===== config.mk =====
export PLATFORM = sky130hd
export DESIGN_NAME = exp_slave_if
export DESIGN_NICKNAME = d
export VERILOG_FILES = /design/src/rtl/exs_pkg.sv /design/src/rtl/exs_sync.sv /design/src/rtl/exs_mem.sv /design/src/rtl/exs_ctrl.sv /design/src/rtl/exp_slave_if.sv
export SDC_FILE = /design/constraint.sdc
export NUM_CORES = 1
export LEC_CHECK = 0
export CAP_MARGIN = 25
export CORE_MARGIN = 2
export CORE_UTILIZATION = 55
export DETAILED_ROUTE_END_ITERATION = 6
export PLACE_DENSITY = 0.76
export RECOVER_POWER = 100
export SLEW_MARGIN = 0
export SYNTH_ARGS = -nofsm -noshare
export SYNTH_HDL_FRONTEND = slang
export SYNTH_SLANG_ARGS = --single-unit

===== constraint.sdc =====
create_clock -name clk -period 7.05 [get_ports clk]
set_input_delay 0.705 -clock clk [delete_from_list [all_inputs] [get_ports clk]]
set_output_delay 0.705 -clock clk [all_outputs]
set_load 0.02 [all_outputs]

===== src/rtl/exs_pkg.sv =====
package exs_pkg;
  typedef enum logic [1:0] {
    ST_IDLE,
    ST_WAIT,
    ST_BUSY,
    ST_DONE
  } exs_state_t;
endpackage


===== src/rtl/exs_sync.sv =====
module exs_sync #(
  parameter int         W       = 1,
  parameter int         STAGES  = 2,
  parameter logic [W-1:0] RST_VAL = '0
) (
  input  logic         clk,
  input  logic         rst,
  input  logic [W-1:0] d,
  output logic [W-1:0] q
);
  logic [W-1:0] stg [STAGES];

  for (genvar s = 0; s < STAGES; s++) begin : g_stage
    always_ff @(posedge clk) begin
      if (rst) stg[s] <= RST_VAL;
      else     stg[s] <= (s == 0) ? d : stg[(s == 0) ? 0 : s-1];
    end
  end

  assign q = stg[STAGES-1];
endmodule


===== src/rtl/exs_mem.sv =====
module exs_mem #(
  parameter int DEPTH    = 16,
  parameter int WAIT_CYC = 3,
  localparam int IDX_W   = $clog2(DEPTH),
  localparam int CNT_W   = $clog2(WAIT_CYC + 1)
) (
  input  logic             clk,
  input  logic             rst,
  input  logic             req,
  input  logic             we,
  input  logic [1:0]       be,
  input  logic [IDX_W-1:0] idx,
  input  logic [15:0]      wdata,
  output logic             busy,
  output logic             ack,
  output logic [15:0]      rdata
);
  logic [CNT_W-1:0] cnt;

  for (genvar g = 0; g < 2; g++) begin : g_lane
    logic [7:0] ram [DEPTH];
    logic [7:0] rd_b;
    always_ff @(posedge clk) begin
      if (req && we && be[g]) ram[idx] <= wdata[g*8 +: 8];
      if (req) rd_b <= ram[idx];
    end
    assign rdata[g*8 +: 8] = rd_b;
  end

  always_ff @(posedge clk) begin
    if (rst) begin
      cnt <= '0;
      ack <= 1'b0;
    end else begin
      ack <= (cnt == CNT_W'(1));
      if (req)             cnt <= CNT_W'(WAIT_CYC);
      else if (cnt != '0)  cnt <= cnt - 1'b1;
    end
  end

  assign busy = (cnt != '0);


  req_when_free_chk: assert property (@(posedge clk) disable iff (rst)
    req |-> !busy);
endmodule


===== src/rtl/exs_ctrl.sv =====
module exs_ctrl
  import exs_pkg::*;
(
  input  logic        clk,
  input  logic        rst,
  input  logic        ovr_mode,
  input  logic        as_n_s,
  input  logic        uds_n_s,
  input  logic        lds_n_s,
  input  logic        sel_ok,
  input  logic        rd_in,
  input  logic        mem_busy,
  input  logic        mem_ack,
  input  logic [15:0] mem_rdata,
  output logic        mem_req,
  output logic [1:0]  mem_be,
  output logic        rdy_pull,
  output logic        ovr_pull,
  output logic        ack_pull,
  output logic        doe,
  output logic [15:0] rdata
);
  exs_state_t st, nxt;
  logic       ds_any;
  logic       rd_q;
  logic [1:0] lanes_q;
  logic [15:0] lane_mask;

  assign ds_any    = !uds_n_s || !lds_n_s;
  assign mem_be    = {!uds_n_s, !lds_n_s};
  assign lane_mask = {{8{lanes_q[1]}}, {8{lanes_q[0]}}};

  always_comb begin
    nxt     = st;
    mem_req = 1'b0;
    if (as_n_s) begin
      nxt = ST_IDLE;
    end else begin
      case (st)
        ST_IDLE: if (sel_ok) nxt = ST_WAIT;
        ST_WAIT: if (ds_any && !mem_busy) begin
          nxt     = ST_BUSY;
          mem_req = 1'b1;
        end
        ST_BUSY: if (mem_ack) nxt = ST_DONE;
        ST_DONE: if (!ds_any) nxt = ST_WAIT;
        default: nxt = ST_IDLE;
      endcase
    end
  end

  always_ff @(posedge clk) begin
    if (rst) begin
      st       <= ST_IDLE;
      rd_q     <= 1'b0;
      lanes_q  <= 2'b00;
      rdy_pull <= 1'b0;
      ovr_pull <= 1'b0;
      ack_pull <= 1'b0;
      doe      <= 1'b0;
      rdata    <= '0;
    end else begin
      st <= nxt;
      if (mem_req) begin
        rd_q    <= rd_in;
        lanes_q <= mem_be;
      end
      rdy_pull <= !ovr_mode && (nxt == ST_WAIT || nxt == ST_BUSY);
      ovr_pull <= ovr_mode && (nxt != ST_IDLE);
      ack_pull <= ovr_mode && (nxt == ST_DONE);
      doe      <= (nxt == ST_DONE) && rd_q;
      rdata    <= ((nxt == ST_DONE) && rd_q) ? (mem_rdata & lane_mask) : '0;
    end
  end


  release_on_as_chk: assert property (@(posedge clk) disable iff (rst)
    as_n_s |=> !(rdy_pull || ovr_pull || ack_pull || doe));

  ack_under_ovr_chk: assert property (@(posedge clk) disable iff (rst)
    ack_pull |-> ovr_pull);

  doe_after_ready_chk: assert property (@(posedge clk) disable iff (rst)
    $rose(doe) |-> $past(mem_ack));

  ack_after_ready_chk: assert property (@(posedge clk) disable iff (rst)
    $rose(ack_pull) |-> $past(mem_ack));
endmodule


===== src/rtl/exp_slave_if.sv =====
module exp_slave_if #(
  parameter int              ADDR_W      = 23,
  parameter logic [ADDR_W-1:0] WIN_BASE  = 23'h080000,
  parameter logic [ADDR_W-1:0] WIN_MASK  = 23'h7FFFF0,
  parameter int              DEPTH       = 16,
  parameter int              WAIT_CYC    = 3,
  parameter int              SYNC_STAGES = 2,
  localparam int             IDX_W       = $clog2(DEPTH)
) (
  input  logic            clk,
  input  logic            rst,
  input  logic            cfg_ovr_mode,
  input  logic            bus_as_n,
  input  logic            bus_uds_n,
  input  logic            bus_lds_n,
  input  logic            bus_read,
  input  logic [ADDR_W:1] bus_addr,
  input  logic [15:0]     bus_wdata,
  input  logic [2:0]      bus_fc,
  input  logic            bus_dma_owner_n,
  output logic            rdy_pull,
  output logic            ovr_pull,
  output logic            ack_pull,
  output logic            doe,
  output logic [15:0]     bus_rdata
);
  logic [2:0]  strb_s;
  logic        hit, fc_ok, sel_ok;
  logic        mem_req, mem_busy, mem_ack;
  logic [1:0]  mem_be;
  logic [15:0] mem_rdata;

  exs_sync #(.W(3), .STAGES(SYNC_STAGES), .RST_VAL(3'b111)) u_sync (
    .clk (clk),
    .rst (rst),
    .d   ({bus_as_n, bus_uds_n, bus_lds_n}),
    .q   (strb_s)
  );

  assign hit    = ((bus_addr & WIN_MASK) == WIN_BASE);
  assign fc_ok  = !bus_dma_owner_n || (bus_fc != 3'b111);
  assign sel_ok = hit && fc_ok;

  exs_ctrl u_ctrl (
    .clk       (clk),
    .rst       (rst),
    .ovr_mode  (cfg_ovr_mode),
    .as_n_s    (strb_s[2]),
    .uds_n_s   (strb_s[1]),
    .lds_n_s   (strb_s[0]),
    .sel_ok    (sel_ok),
    .rd_in     (bus_read),
    .mem_busy  (mem_busy),
    .mem_ack   (mem_ack),
    .mem_rdata (mem_rdata),
    .mem_req   (mem_req),
    .mem_be    (mem_be),
    .rdy_pull  (rdy_pull),
    .ovr_pull  (ovr_pull),
    .ack_pull  (ack_pull),
    .doe       (doe),
    .rdata     (bus_rdata)
  );

  exs_mem #(.DEPTH(DEPTH), .WAIT_CYC(WAIT_CYC)) u_mem (
    .clk   (clk),
    .rst   (rst),
    .req   (mem_req),
    .we    (!bus_read),
    .be    (mem_be),
    .idx   (bus_addr[IDX_W:1]),
    .wdata (bus_wdata),
    .busy  (mem_busy),
    .ack   (mem_ack),
    .rdata (mem_rdata)
  );


  quiet_after_reset_chk: assert property (@(posedge clk)
    $past(rst) |-> !(rdy_pull || ovr_pull || ack_pull || doe));

  one_method_chk: assert property (@(posedge clk) disable iff (rst)
    !(rdy_pull && ovr_pull));
endmodule


* After elaboration in Yosys (flattened, before gate mapping) *
Memory sizes are Yosys's and may differ from the RTL's. A register that Yosys moved wholly into a read port is not among the register bits.
Index checks and enable logic that the tools add are counted.

word-level totals
  flip-flop bits (word level) = 28
  memory bits (writable) = 262
  input port bits = 50
  output and inout port bits = 20
  word-level logic and storage cells = 70
  memories kept = 3

memory list
  memory               words  width  rd ports  clocked after memory_dff  wr ports  RTL line        RTL
  u_mem.g_lane[0].ram  16     8      1         1                         1         exs_mem.sv:21   logic [7:0] ram [DEPTH];
  u_mem.g_lane[1].ram  16     8      1         1                         1         exs_mem.sv:21
  u_sync.stg           2      3      2         0                         2         exs_sync.sv:11  logic [W-1:0] stg [STAGES];

operators by class
  $add $sub $neg = 1
  eq/ne operators = 9
  multiplexer cells = 20
  bitwise operators = 4
  reductions and logical operators = 23

operator list
  kind                                                    number
  equality test 19 x 16 -> 1 bit (second input constant)  1
  bitwise AND 16 bit                                      1
  two-way mux 2 bit                                       7
  two-way mux 1 bit                                       10
  logical AND 1 bit                                       9
  equality test 2 bit (second input constant)             4
  case mux 2 bit (4 select lines)                         1
  equality test 2 x 1 -> 1 bit (second input constant)    3
  zero test 1 bit                                         6
  two-way mux 3 bit                                       2
  nonzero test 2 bit                                      3
  logical OR 1 bit                                        3
  inequality test 3 bit (second input constant)           1
  zero test 2 bit                                         1
  bitwise OR 1 bit                                        2
  OR reduction 2 bit                                      1
  subtractor 2 x 1 -> 2 bit (second input constant)       1
  NOT 1 bit                                               1

* Longest topological paths before layout *
  depth in word-level cells = 10
  gate-level depth with buffers = 11

* Modules after synthesis *
From an unflattened synthesis, not the netlist that was laid out.

second synthesis, totals
  cells, all modules = 573
  area total of the unflattened synthesis = 11,517.3 sq um

by module, submodules not included
  module        instances  cells each  area an instance (sq um)  seq. area each (sq um)
  exs_mem       1          477         10,456.3                  8,227.9
  exs_ctrl      1          74          834.6                     500.5
  exs_sync      1          12          157.7                     120.1
  exp_slave_if  1          10          68.8                      0.0

* Least setup slack after synthesis *
Ideal clock, no wire load.

  path kind = input to register
  start point = input port bus_addr[1] (netlist bit)
  end point = memory u_mem.g_lane[1].ram[10][0], enable pin
  library setup time = 370 ps
  data arrival time = 1,977 ps
  data required time = 6,680 ps
  path slack = 4,703 ps
  stages on the path = 5
  buffers on the path = 2
  cells stage by stage = buf_6 -> buf_2 -> nor4b_2 -> nand3_1 -> nor2_1

RTL lines
  element             RTL line            RTL
  start: declaration  exp_slave_if.sv:17  input logic [ADDR_W:1] bus_addr,
  end: declaration    exs_mem.sv:21

Straight into the memory's write port.

* Worst setup path after layout *
  start point = register u_mem.cnt[1]
  end point = memory u_mem.g_lane[0].ram[7][6], enable pin

on the way
  longest elaborated chain between the ends = 10

ends and longest elaborated chain
  element                                  RTL line        RTL
  start: declaration                       exs_mem.sv:18   logic [CNT_W-1:0] cnt;
  start signal: assignment                 exs_mem.sv:36   if (req) cnt <= CNT_W'(WAIT_CYC);
  start signal: assignment                 exs_mem.sv:37   else if (cnt != '0) cnt <= cnt - 1'b1;
  nonzero test 2 bit                       exs_mem.sv:41   assign busy = (cnt != '0);
  zero test 1 bit                          exs_ctrl.sv:41  ST_WAIT: if (ds_any && !mem_busy) begin
  logical AND 1 bit                        exs_ctrl.sv:41
  two-way mux 1 bit                        exs_ctrl.sv:41
  two-way mux 1 bit                        exs_ctrl.sv:39  case (st)
  two-way mux 1 bit                        exs_ctrl.sv:36  if (as_n_s) begin
  logical AND 1 bit (2 in a row)           exs_mem.sv:24   if (req && we && be[g]) ram[idx] <= wdata[g*8 +: 8];
  two-way mux 1 bit                        exs_mem.sv:24
  two-way mux 1 bit (implied by the code)  exs_mem.sv:24
  end: declaration                         exs_mem.sv:21

Every way passes these cells.

==> metrics.cfg <==
[power]
power_frac_comb_pct = 4.9
power_frac_seq_pct = 54.4
p_switching_uw = 725
internal_power_uw = 2920
powerDensity_nw_per_um2 = 275
p_leak_uw = 0.00434
power_frac_clock_pct = 40.6
p_sw_share_pct = 19.9
ir_drop_mv = 0.159

[yosys]
async_reset_ff_share_pct = 0
synth_top_cell_area_share_pct = 71.3
synth_fp_nets = 623
synth_area_leaders = edfxtp_1 71%, mux4_2 13%, dfxtp_1 5.9%, a22oi_1 1.8%, nor2_1 1.4%
yosysMostFrequentCell = edfxtp_1
synth-edff-count = 272
synthCells = 569
post_synth.cell_area_avg_um2 = 20.1
synth_top_flop_cell = edfxtp_1
syn-cell-area_um2 = 11500
synth_common_cells = 272 x edfxtp_1, 64 x mux4_2, 43 x nor2_1
yosysUniqueCellTypes = 36
ys_ff_latch = 306
ys_seq_area_share_pct = 77.2
yosysWarnings = 0
synth.largest_area_cell = edfxtp_1

[route]
drt-total-wl_um = 22900
ant_nets = 0
drc_errors = 0
via_count = 5708
vias_per_cell = 6.10
first_pass_iters = 6
wire_per_inst_um = 24.4
initialDrtViolationCount = 512

[sta]
tightest_slew_ps = 2010
finalClockSkew_ps = 13.5
clock.fmax_ghz = 0.218
finalHoldViolations = 0
slew_viol_final = 35
setup_viol = 0
min_period_ps = 4590
tns_ps = 0
rsz0062_at_grt = false
slew_headroom_pct = -35.5
period_share_pct = 65.1
whs_ps = 417

[worst_setup_path]
cpPeakStageDelay_ps = 1530
cp_top_family = simple AND/OR/NAND/NOR gates
worstReg2RegEnd = u_mem.g_lane[0].ram[7][6]
crit_chain = inv_1, ha_1, nand2_1, nor4_1, clkbuf_1, nand4_1, nor2_1
crit_buf_inv = 2
reg2reg_from = u_mem.cnt[1]
startpoint_type = register
crit_required_ps = 7210
rrSetupSlack_ps = 2460
crit_type = reg -> reg
critPathMaxFanout = 15
worst_path_max_delay_cell = nor4_1
rr_worst_depth = 7
endpoint_kind = register
crit_arrival_ps = 4740

[clocking]
cts.sinks = 306
cts_buffer_depth = 3
cts_tree = yes
cts-root-buf = clkbuf_16
cts_hold_buf = 0
clk_pin_slew_ps = 60
insertion_delay_ps = 540
cts_resized = 0
cts_buffers = 29
htreeDepth = 1
cts_setup_buffers = 0

[placed_design]
gp_congestion = 0.847
placed_cells = 884
portBuffers = 69
place_area_um2 = 12400
post-dp-hpwl_um = 14200

[global_routing]
grt_overflow = 0
grt_pass1_vias = 5872
antenna_found_initial = 2
grt_max_degree = 50
grt_first_pass_wirelength_um = 34600
grt_usage_pct = 21.3

[final_layout]
fin_cells = 936
synthToLayoutAreaGrowth_pct = 15.6
n_antenna_cell = 0
drive_above_1_share_pct = 18.3
fin_nets = 699
post-route-cell-area_um2 = 13200

[min_path]
hold_depth = 1
hold_path_class = reg -> reg
min_from = u_sync.stg[0][0]
min_to = u_sync.stg[1][0]

[job]
max_cap_viol_count = 2

[floorplanning]
die_h_um = 148
boundaryPins = 70
core-area_um2 = 20400
initial_utilization_pct = 56.3
dieArea_um2 = 22000
die_w_um = 148
rows = 52

[run_status]
status = finished with violations
violations = max-capacitance violations, max-slew violations

-- worst max-delay path by stage --
stage | endpoint | cells after the start | start | slack, ps
finish | u_mem.g_lane[0].ram[7][6] | 7 | u_mem.cnt[1] | 2460
global route | u_mem.g_lane[0].ram[7][6] | 7 | u_mem.cnt[0] | 2080
CTS | u_mem.g_lane[0].ram[7][0] | 7 | u_mem.cnt[1] | 3900
detailed placement | u_mem.g_lane[1].ram[7][0] | 4 | bus_addr[1] | 3620
global placement | u_mem.g_lane[1].ram[3][5] | 4 | bus_addr[1] | 3740
floorplan | u_mem.g_lane[1].ram[10][0] | 5 | bus_addr[1] | 4700
-- cell usage in the layout (no fill, tap or decap), types with 3 or more instances in the layout --
cell type,Yosys,final
a211oi_1,3,3
nand3_1,4,4
nor4_1,3,4
nor2_1,43,43
a22oi_2,5,5
mux4_2,64,64
or2_2,7,7
edfxtp_1,272,272
a21oi_1,3,3
nand2_1,23,23
ha_1,4,4
clkbuf_1,13,7
a22oi_1,27,27
bufinv_16,0,3
clkdlybuf4s50_1,0,29
clkinv_2,0,6
and3_1,16,16
nand4_1,4,4
dfxtp_1,34,34
inv_1,4,4
clkbuf_16,0,29
dlygate4sd3_1,0,38
nor3_1,4,4
clkinv_1,0,8
-- worst reg2reg max path: cells and delay by family, from the launching register on --
family	cells	cell delay, ps
adder cells (fa/ha/maj)	1	270
buffers and inverters	2	920
flip-flops	1	300
AND/OR/NAND/NOR	4	2730
-- power groups by stage --
stage	logic, uW	registers [uW]	clock network [uW]
6_report	180	1990	1480
5_1_grt	195	1990	1570
4_1_cts	183	1990	1500
3_5_place_dp	181	2020	0
3_3_place_gp	173	2020	0
2_1_floorplan	105	2020	0
-- through the flow --
| step | worst slack [ps] | total power, uW | utilization (%) |
|---|---|---|---|
| floorplan | 4700 | 2130 | - |
| global placement | 3740 | 2200 | 60.6 |
| detailed placement | 3620 | 2210 | 60.8 |
| CTS | 3900 | 3670 | 65.2 |
| global route | 2080 | 3750 | 65.1 |
| finish | 2460 | 3650 | 65.1 |
-- area by class of cell --
| class | count | area, um2 |
|---|---|---|
| tap | 270 | 338 |
| multi-input combinational | 230 | 2420 |
| sequential | 306 | 8850 |
| inverter | 4 | 15.0 |
| clock inverter | 18 | 159 |
| clock buffer | 34 | 744 |
| fill | 1272 | 7120 |
| timing repair buffer | 74 | 721 |
-- registers in the layout, indices dropped and copies added (netlist names), 2 cells and up --
signal and flops:
u_mem.g_lane.ram 256, u_ctrl.lanes_q 2, u_ctrl.rdata 16, u_ctrl.st 2, u_sync.stg 6, u_mem.cnt 2, u_mem.g_lane.rd_b 16
-- cells by family (layout without fill, tap and decap cells) --
group / after synthesis / after routing / synth area share, %
DFF: 306 / 306 / 77.2
and+or+nand+nor: 119 / 119 / 5.18
muxes: 66 / 66 / 12.8
AOI/OAI and AO/OA: 40 / 40 / 2.76
buffers and inverters: 33 / 130 / 1.59
adders and majority gates: 4 / 4 / 0.437
xor gates and xnor gates: 1 / 1 / 0.0764
-- metal layers --
metal	routed length, um	GRT usage (%)	vias to the layer above	part of all wire [%]
li1	-	-	2453	-
met1	9040	28.9	2903	40
met2	11300	36.0	292	50
met3	1830	4.02	56	8.0
met4	633	6.19	4	2.8
met5	27	0	-	0.12
Note: power is estimated with default switching activity, not from simulation.
